`config.mk`:
```
export PLATFORM = sky130hd
export DESIGN_NAME = cur_sample_seq
export DESIGN_NICKNAME = d
export VERILOG_FILES = /design/src/rtl/cs_pkg.sv /design/src/rtl/cs_phase_timer.sv /design/src/rtl/cs_req_picker.sv /design/src/rtl/cs_result_bank.sv /design/src/rtl/cur_sample_seq.sv
export SDC_FILE = /design/constraint.sdc
export NUM_CORES = 1
export LEC_CHECK = 0
export BUFFER_PORTS_ARGS = -buffer_cell sky130_fd_sc_hd__buf_2
export CAP_MARGIN = 20
export CORE_AREA = 2 2 117 147
export CTS_CLUSTER_SIZE = 30
export DETAILED_ROUTE_END_ITERATION = 8
export DIE_AREA = 0 0 119 149
export PLACE_DENSITY = 0.64
export SLEW_MARGIN = 20
export SYNTH_ARGS = -nofsm -noshare
export SYNTH_HDL_FRONTEND = slang
export SYNTH_SLANG_ARGS = --single-unit
```
`constraint.sdc`:
```
create_clock -name clk -period 2.7 [get_ports clk]
set_clock_uncertainty 0.05 [all_clocks]
set_input_delay 0.675 -clock clk [delete_from_list [all_inputs] [get_ports clk]]
set_output_delay 0.675 -clock clk [all_outputs]
set_load 0.02 [all_outputs]
```
`src/rtl/cs_pkg.sv`:
```
package cs_pkg;
    localparam int MAX_PH   = 8;
    localparam int PH_IDX_W = 3;
    localparam int CODE_W   = 6;

    typedef logic [PH_IDX_W-1:0] ph_idx_t;
    typedef logic [CODE_W-1:0]   code_t;

    typedef enum logic [1:0] {
        OFS_25MV  = 2'b00,
        OFS_50MV  = 2'b01,
        OFS_75MV  = 2'b10,
        OFS_100MV = 2'b11
    } ofs_code_e;

    typedef enum logic {
        CV_IDLE = 1'b0,
        CV_BUSY = 1'b1
    } conv_state_e;

    typedef struct packed {
        ph_idx_t ph;
        code_t   code;
    } sample_t;

    // lowest set bit of a padded request vector
    function automatic ph_idx_t lowest_req(input logic [MAX_PH-1:0] v);
        ph_idx_t r;
        r = '0;
        for (int i = MAX_PH - 1; i >= 0; i--) begin
            if (v[i]) r = ph_idx_t'(i);
        end
        return r;
    endfunction
endpackage

```
`src/rtl/cs_phase_timer.sv`:
```
module cs_phase_timer #(
    parameter int DLY_W = 8
) (
    input  logic             clk,
    input  logic             rst,
    input  logic             en,
    input  logic             ton,
    input  logic [DLY_W-1:0] dly,
    input  logic             take,
    output logic             req,
    output logic             ovr
);
    logic             ton_q;
    logic             counting;
    logic             pend;
    logic [DLY_W-1:0] cnt;
    logic             rise;
    logic             stale;

    assign rise  = ton & ~ton_q;
    assign stale = counting | (pend & ~take);
    assign req   = pend & en;

    always_ff @(posedge clk) begin
        if (rst) begin
            ton_q    <= 1'b0;
            counting <= 1'b0;
            pend     <= 1'b0;
            cnt      <= '0;
            ovr      <= 1'b0;
        end else begin
            ton_q <= ton;
            if (!en) begin
                counting <= 1'b0;
                pend     <= 1'b0;
            end else if (rise) begin
                if (stale) ovr <= 1'b1;
                counting <= 1'b1;
                cnt      <= dly;
                pend     <= 1'b0;
            end else if (take) begin
                pend <= 1'b0;
            end else if (counting) begin
                if (cnt == '0) begin
                    counting <= 1'b0;
                    pend     <= 1'b1;
                end else begin
                    cnt <= cnt - 1'b1;
                end
            end
        end
    end
endmodule

```
`src/rtl/cs_req_picker.sv`:
```
module cs_req_picker
    import cs_pkg::*;
#(
    parameter int NPH = 6
) (
    input  logic [NPH-1:0] req,
    output logic           any,
    output ph_idx_t        idx
);
    logic [MAX_PH-1:0] padded;

    assign padded = {{(MAX_PH-NPH){1'b0}}, req};
    assign any    = |req;
    assign idx    = lowest_req(padded);
endmodule

```
`src/rtl/cs_result_bank.sv`:
```
module cs_result_bank
    import cs_pkg::*;
#(
    parameter int NPH = 6
) (
    input  logic                  clk,
    input  logic                  rst,
    input  logic                  wr,
    input  sample_t               wr_s,
    output logic [NPH*CODE_W-1:0] data,
    output logic                  valid,
    output ph_idx_t               phase
);
    for (genvar g = 0; g < NPH; g++) begin : g_slot
        code_t slot;
        always_ff @(posedge clk) begin
            if (rst)                               slot <= '0;
            else if (wr && wr_s.ph == ph_idx_t'(g)) slot <= wr_s.code;
        end
        assign data[g*CODE_W +: CODE_W] = slot;
    end

    always_ff @(posedge clk) begin
        if (rst) begin
            valid <= 1'b0;
            phase <= '0;
        end else begin
            valid <= wr;
            if (wr) phase <= wr_s.ph;
        end
    end
endmodule

```
`src/rtl/cur_sample_seq.sv`:
```
module cur_sample_seq
    import cs_pkg::*;
#(
    parameter int NPH   = 6,
    parameter int DLY_W = 8
) (
    input  logic                  clk,
    input  logic                  rst,
    input  logic [NPH-1:0]        enable_mask,
    input  logic [DLY_W-1:0]      delay_cfg,
    input  logic [NPH-1:0]        ton_start,
    input  logic                  offset_we,
    input  logic [1:0]            offset_din,
    output logic [1:0]            offset_code,
    output logic                  adc_start,
    output logic [PH_IDX_W-1:0]   adc_sel,
    input  logic                  adc_done,
    input  logic [CODE_W-1:0]     adc_data,
    output logic [NPH*CODE_W-1:0] res_data,
    output logic                  res_valid,
    output logic [PH_IDX_W-1:0]   res_phase,
    output logic [NPH-1:0]        overrun
);
    conv_state_e    state;
    ph_idx_t        sel_q;
    logic           start_q;
    ofs_code_e      ofs_q;
    logic [NPH-1:0] req_vec;
    logic [NPH-1:0] take_vec;
    logic           any_req;
    ph_idx_t        pick_idx;
    logic           grant;
    logic           store;
    sample_t        wr_s;

    assign grant = (state == CV_IDLE) && any_req;

    for (genvar p = 0; p < NPH; p++) begin : g_ph
        assign take_vec[p] = grant && (pick_idx == ph_idx_t'(p));
        cs_phase_timer #(.DLY_W(DLY_W)) u_tmr (
            .clk  (clk),
            .rst  (rst),
            .en   (enable_mask[p]),
            .ton  (ton_start[p]),
            .dly  (delay_cfg),
            .take (take_vec[p]),
            .req  (req_vec[p]),
            .ovr  (overrun[p])
        );
    end

    cs_req_picker #(.NPH(NPH)) u_pick (
        .req (req_vec),
        .any (any_req),
        .idx (pick_idx)
    );

    always_ff @(posedge clk) begin
        if (rst) begin
            state   <= CV_IDLE;
            sel_q   <= '0;
            start_q <= 1'b0;
        end else begin
            start_q <= 1'b0;
            case (state)
                CV_IDLE: if (any_req) begin
                    state   <= CV_BUSY;
                    sel_q   <= pick_idx;
                    start_q <= 1'b1;
                end
                CV_BUSY: if (adc_done) state <= CV_IDLE;
                default: state <= CV_IDLE;
            endcase
        end
    end

    always_ff @(posedge clk) begin
        if (rst)            ofs_q <= OFS_25MV;
        else if (offset_we) ofs_q <= ofs_code_e'(offset_din);
    end

    assign store   = (state == CV_BUSY) && adc_done;
    assign wr_s.ph   = sel_q;
    assign wr_s.code = adc_data;

    cs_result_bank #(.NPH(NPH)) u_bank (
        .clk   (clk),
        .rst   (rst),
        .wr    (store),
        .wr_s  (wr_s),
        .data  (res_data),
        .valid (res_valid),
        .phase (res_phase)
    );

    assign offset_code = ofs_q;
    assign adc_start   = start_q;
    assign adc_sel     = sel_q;
endmodule

```
==> flow_summary.yaml <==
detailed_routing:
  post_drt_via_cell_ratio: 5.27
  dr.pass1.iters: 7
  remaining_drc_errors: 0
  wire_per_inst_microns: 14.9
  dr.first_iter.drc_count: 313
  final_antenna_net_count: 0
  vias: 5283
  wirelength_microns: 15000
synth:
  ys.flop_type: "dfxtp_1"
  synth_compound_area_frac: 0.196
  synth_top_area_share: 0.422
  synth-edff-count: 0
  ys_types: 60
  synthArstFlopShare: 0
  ys_ff_latch: 119
  yosys.area_share.adder: 0.0133
  yosysSeqAreaShare: 0.422
  synth_top_family_by_area: "simple AND/OR/NAND/NOR gates"
  yosysTopAreaCell: "dfxtp_1"
  netlist_area_sq_um: 5640
  synthMuxAreaShare: 0.0603
  synthCells: 690
  yosys.area_share.simple: 0.264
  synth_xor_area_frac: 0
  synth_area_per_cell_sq_um: 8.18
  synth_nets: 728
  synth.area.top_cells: "dfxtp_1, nor2_1, mux2i_1, nand2_1, a21oi_1"
  ys_warn_count: 0
timing:
  grt_setup_unrepaired: "false"
  setup_viol: 0
  max-slew-margin-rel: 0.522
  post-route-period-util: 0.941
  worst_pin_slew_ns: 0.716
  fmax_mhz: 394
  min_period_ns: 2.54
  slew_violations: 0
  setup_tns_ns: 0
  hold_viol: 0
worst_setup_path:
  criticalPathCategory: "reg -> reg"
  critPathMaxStageDelay_ns: 0.50
  worstSetupStartpoint: "g_ph[1].u_tmr.cnt[0]$_SDFFE_PP0P_"
  reg2regPathDepth: 8
  start_kind: "flip-flop"
  timing.rr.end: "g_ph[1].u_tmr.cnt[4]$_SDFFE_PP0P_"
  end_kind: "flip-flop"
  crit_arrival_ns: 2.80
  path_cells: "inv_1 > ha_1 > or4b_1 > or4_4 > and3b_1 > o21ai_4 > nor3_2 > a31o_1"
  cp_data_required_time_ns: 2.96
  cp_max_fo: 8
  setup.worst_path.end: "g_ph[1].u_tmr.cnt[4]$_SDFFE_PP0P_"
  slowest_stage: "or4b_1"
  r2r_start: "g_ph[1].u_tmr.cnt[0]$_SDFFE_PP0P_"
  r2r_slack_ns: 0.16
cells_and_area:
  area.growth.synth_to_final_pct: 21.6
  fill_cells: 1675
  multi_input_area_sq_um: 3010
  fin_cells: 1003
  utilization: 0.415
  layout_commonest_cell: "dfxtp_1"
  regArea_sq_um: 2380
  final_cell_mix: "dfxtp_1, nor2_1, buf_2"
  nets: 808
  drive_above_1_share: 0.186
  antenna_cells: 0
floorplan:
  placementRows: 53
  die_area_sq_um: 17700
  initial_core_util: 0.342
  fp.dieH_microns: 149
  coreArea_sq_um: 16500
  die_w_microns: 119
  io_pins: 84
clock_network:
  clk_path_buf_depth: 2
  clock_latency_ns: 0.42
  cts_sinks: 119
  ctsHoldBuffers: 0
  cts.clk_slew.worst_paths_ns: 0.05
  tritoncts: "built"
  cts-root-buf: "clkbuf_16"
  cts.repair.resized: 0
  cts_made_buffers: 17
  cts_setup_buffers: 0
  h-tree-depth: 4
global_route:
  use_met2: 0.287
  antenna_found_initial: 0
  grtUsageTotal: 0.176
  overflow: 0
  grt_use_met3: 0.0669
  busiest_layer: "met2"
  grt_use_met1: 0.207
  grt_pass1_wl_microns: 25000
  grt_max_degree: 70
  grt_pass1_vias: 5053
pwr:
  p_total_mw: 4.68
  swShare: 0.271
  comb_power_share: 0.125
  power_leakage_nw: 2.81
  pwr-share-seq: 0.402
  pwr-share-clk: 0.473
  intPower_mw: 3.42
  peakVddDrop_mv: 0.366
  powerDensity_nw_per_um2: 683
  p_switching_mw: 1.27
placed_design:
  place_congestion: 0.868
  placed_cells: 971
  dpl.hpwl_microns: 10600
  io_buffers: 83
hold_path:
  hold_class: "reg -> reg"
run_status:
  status: "finished, final reports clean"
job:
  cap_violations: 0
## through the flow
step | setup WS, ns | area, sq um | hold slack, ns
after global placement | 0.150 | 6280 | 0.390
after CTS | 0.165 | 6860 | 0.402
after floorplan | 0.202 | 5640 | 0.388
after global routing | 0.0453 | 6860 | 0.426
final | 0.159 | 6860 | 0.400
after detailed placement | 0.109 | 6280 | 0.394
## sequential cells by signal (all words and copies together) (netlist names)
register             count
adc_sel                  3
adc_start                1
g_ph.u_tmr.cnt          48
g_ph.u_tmr.counting      6
g_ph.u_tmr.ovr           6
g_ph.u_tmr.pend          6
g_ph.u_tmr.ton_q         6
offset_code              2
state                    1
u_bank.g_slot.slot      36
u_bank.phase             3
u_bank.valid             1
## layer usage
layer,part of all wire,wire [microns]
met1,0.43,6420
met2,0.47,7000
met3,0.077,1150
met4,0.026,394
met5,0,0
## how the worst min path moves through the flow
stage / endpoint / slack, ns / cells after the start / start
floorplan: g_ph[4].u_tmr.ovr$_SDFFE_PP0P_ / 0.39 / 2 / g_ph[4].u_tmr.ovr$_SDFFE_PP0P_
CTS: u_bank.g_slot[0].slot[1]$_SDFFE_PP0P_ / 0.40 / 2 / u_bank.g_slot[0].slot[1]$_SDFFE_PP0P_
detailed placement: u_bank.g_slot[0].slot[1]$_SDFFE_PP0P_ / 0.39 / 2 / u_bank.g_slot[0].slot[1]$_SDFFE_PP0P_
global route: u_bank.g_slot[0].slot[0]$_SDFFE_PP0P_ / 0.43 / 2 / u_bank.g_slot[0].slot[0]$_SDFFE_PP0P_
global placement: u_bank.phase[2]$_SDFFE_PP0P_ / 0.39 / 2 / u_bank.phase[2]$_SDFFE_PP0P_
finish: u_bank.g_slot[0].slot[5]$_SDFFE_PP0P_ / 0.40 / 2 / u_bank.g_slot[0].slot[5]$_SDFFE_PP0P_
## synthesized netlist by cell type (all sizes together), types with 3 or more instances
library cell and instances:
nor4 8, a21oi 51, nand2 75, a22o 4
a21o 6, o311ai 8, nor2b 17, a22oi 9
a32oi 3, ha 6, buf 19, or3 10
or2 4, inv 17, nand4 9, o22ai 3
dfxtp 119, mux2i 34, a211oi 8, and2 3
nor2 93, o21ai 29, nand2b 20, and3 3
o211ai 17, nor3 19, or4 7, nand3 29
o31ai 3, clkbuf 20, a31oi 11, nor3b 4
## power groups by stage
stage | Combinational, mW | Sequential (mW) | Clock (mW)
floorplan | 0.420 | 1.91 | 0
global placement | 0.580 | 1.92 | 0
detailed placement | 0.583 | 1.92 | 0
CTS | 0.586 | 1.88 | 2.27
global route | 0.666 | 1.89 | 2.36
finish | 0.586 | 1.88 | 2.22
## kinds of logic after synthesis
| logic type | count (synthesis) |
|---|---|
| compound gates | 167 |
| fa+ha+maj | 6 |
| buf+inv | 56 |
| flops | 119 |
| mux | 34 |
| simple gates | 308 |
## critical path: cells and delay by family, from the launching register on
family	cells	cell delay [ns]
AOI/OAI and AO/OA	2	0.47
DFF	1	0.34
adders and majority gates	1	0.19
and+or+nand+nor	4	1.32
buffers and inverters	1	0.07
## final cells by class
class                      count  share of cell area
clock buffer                  18              0.0626
clock inverter                14              0.0217
inverter                      17             0.00930
multi-input combinational    515               0.439
sequential                   119               0.347
tap                          220              0.0401
timing repair buffer         100              0.0795
No activity file was read; power rests on OpenSTA's default activity.
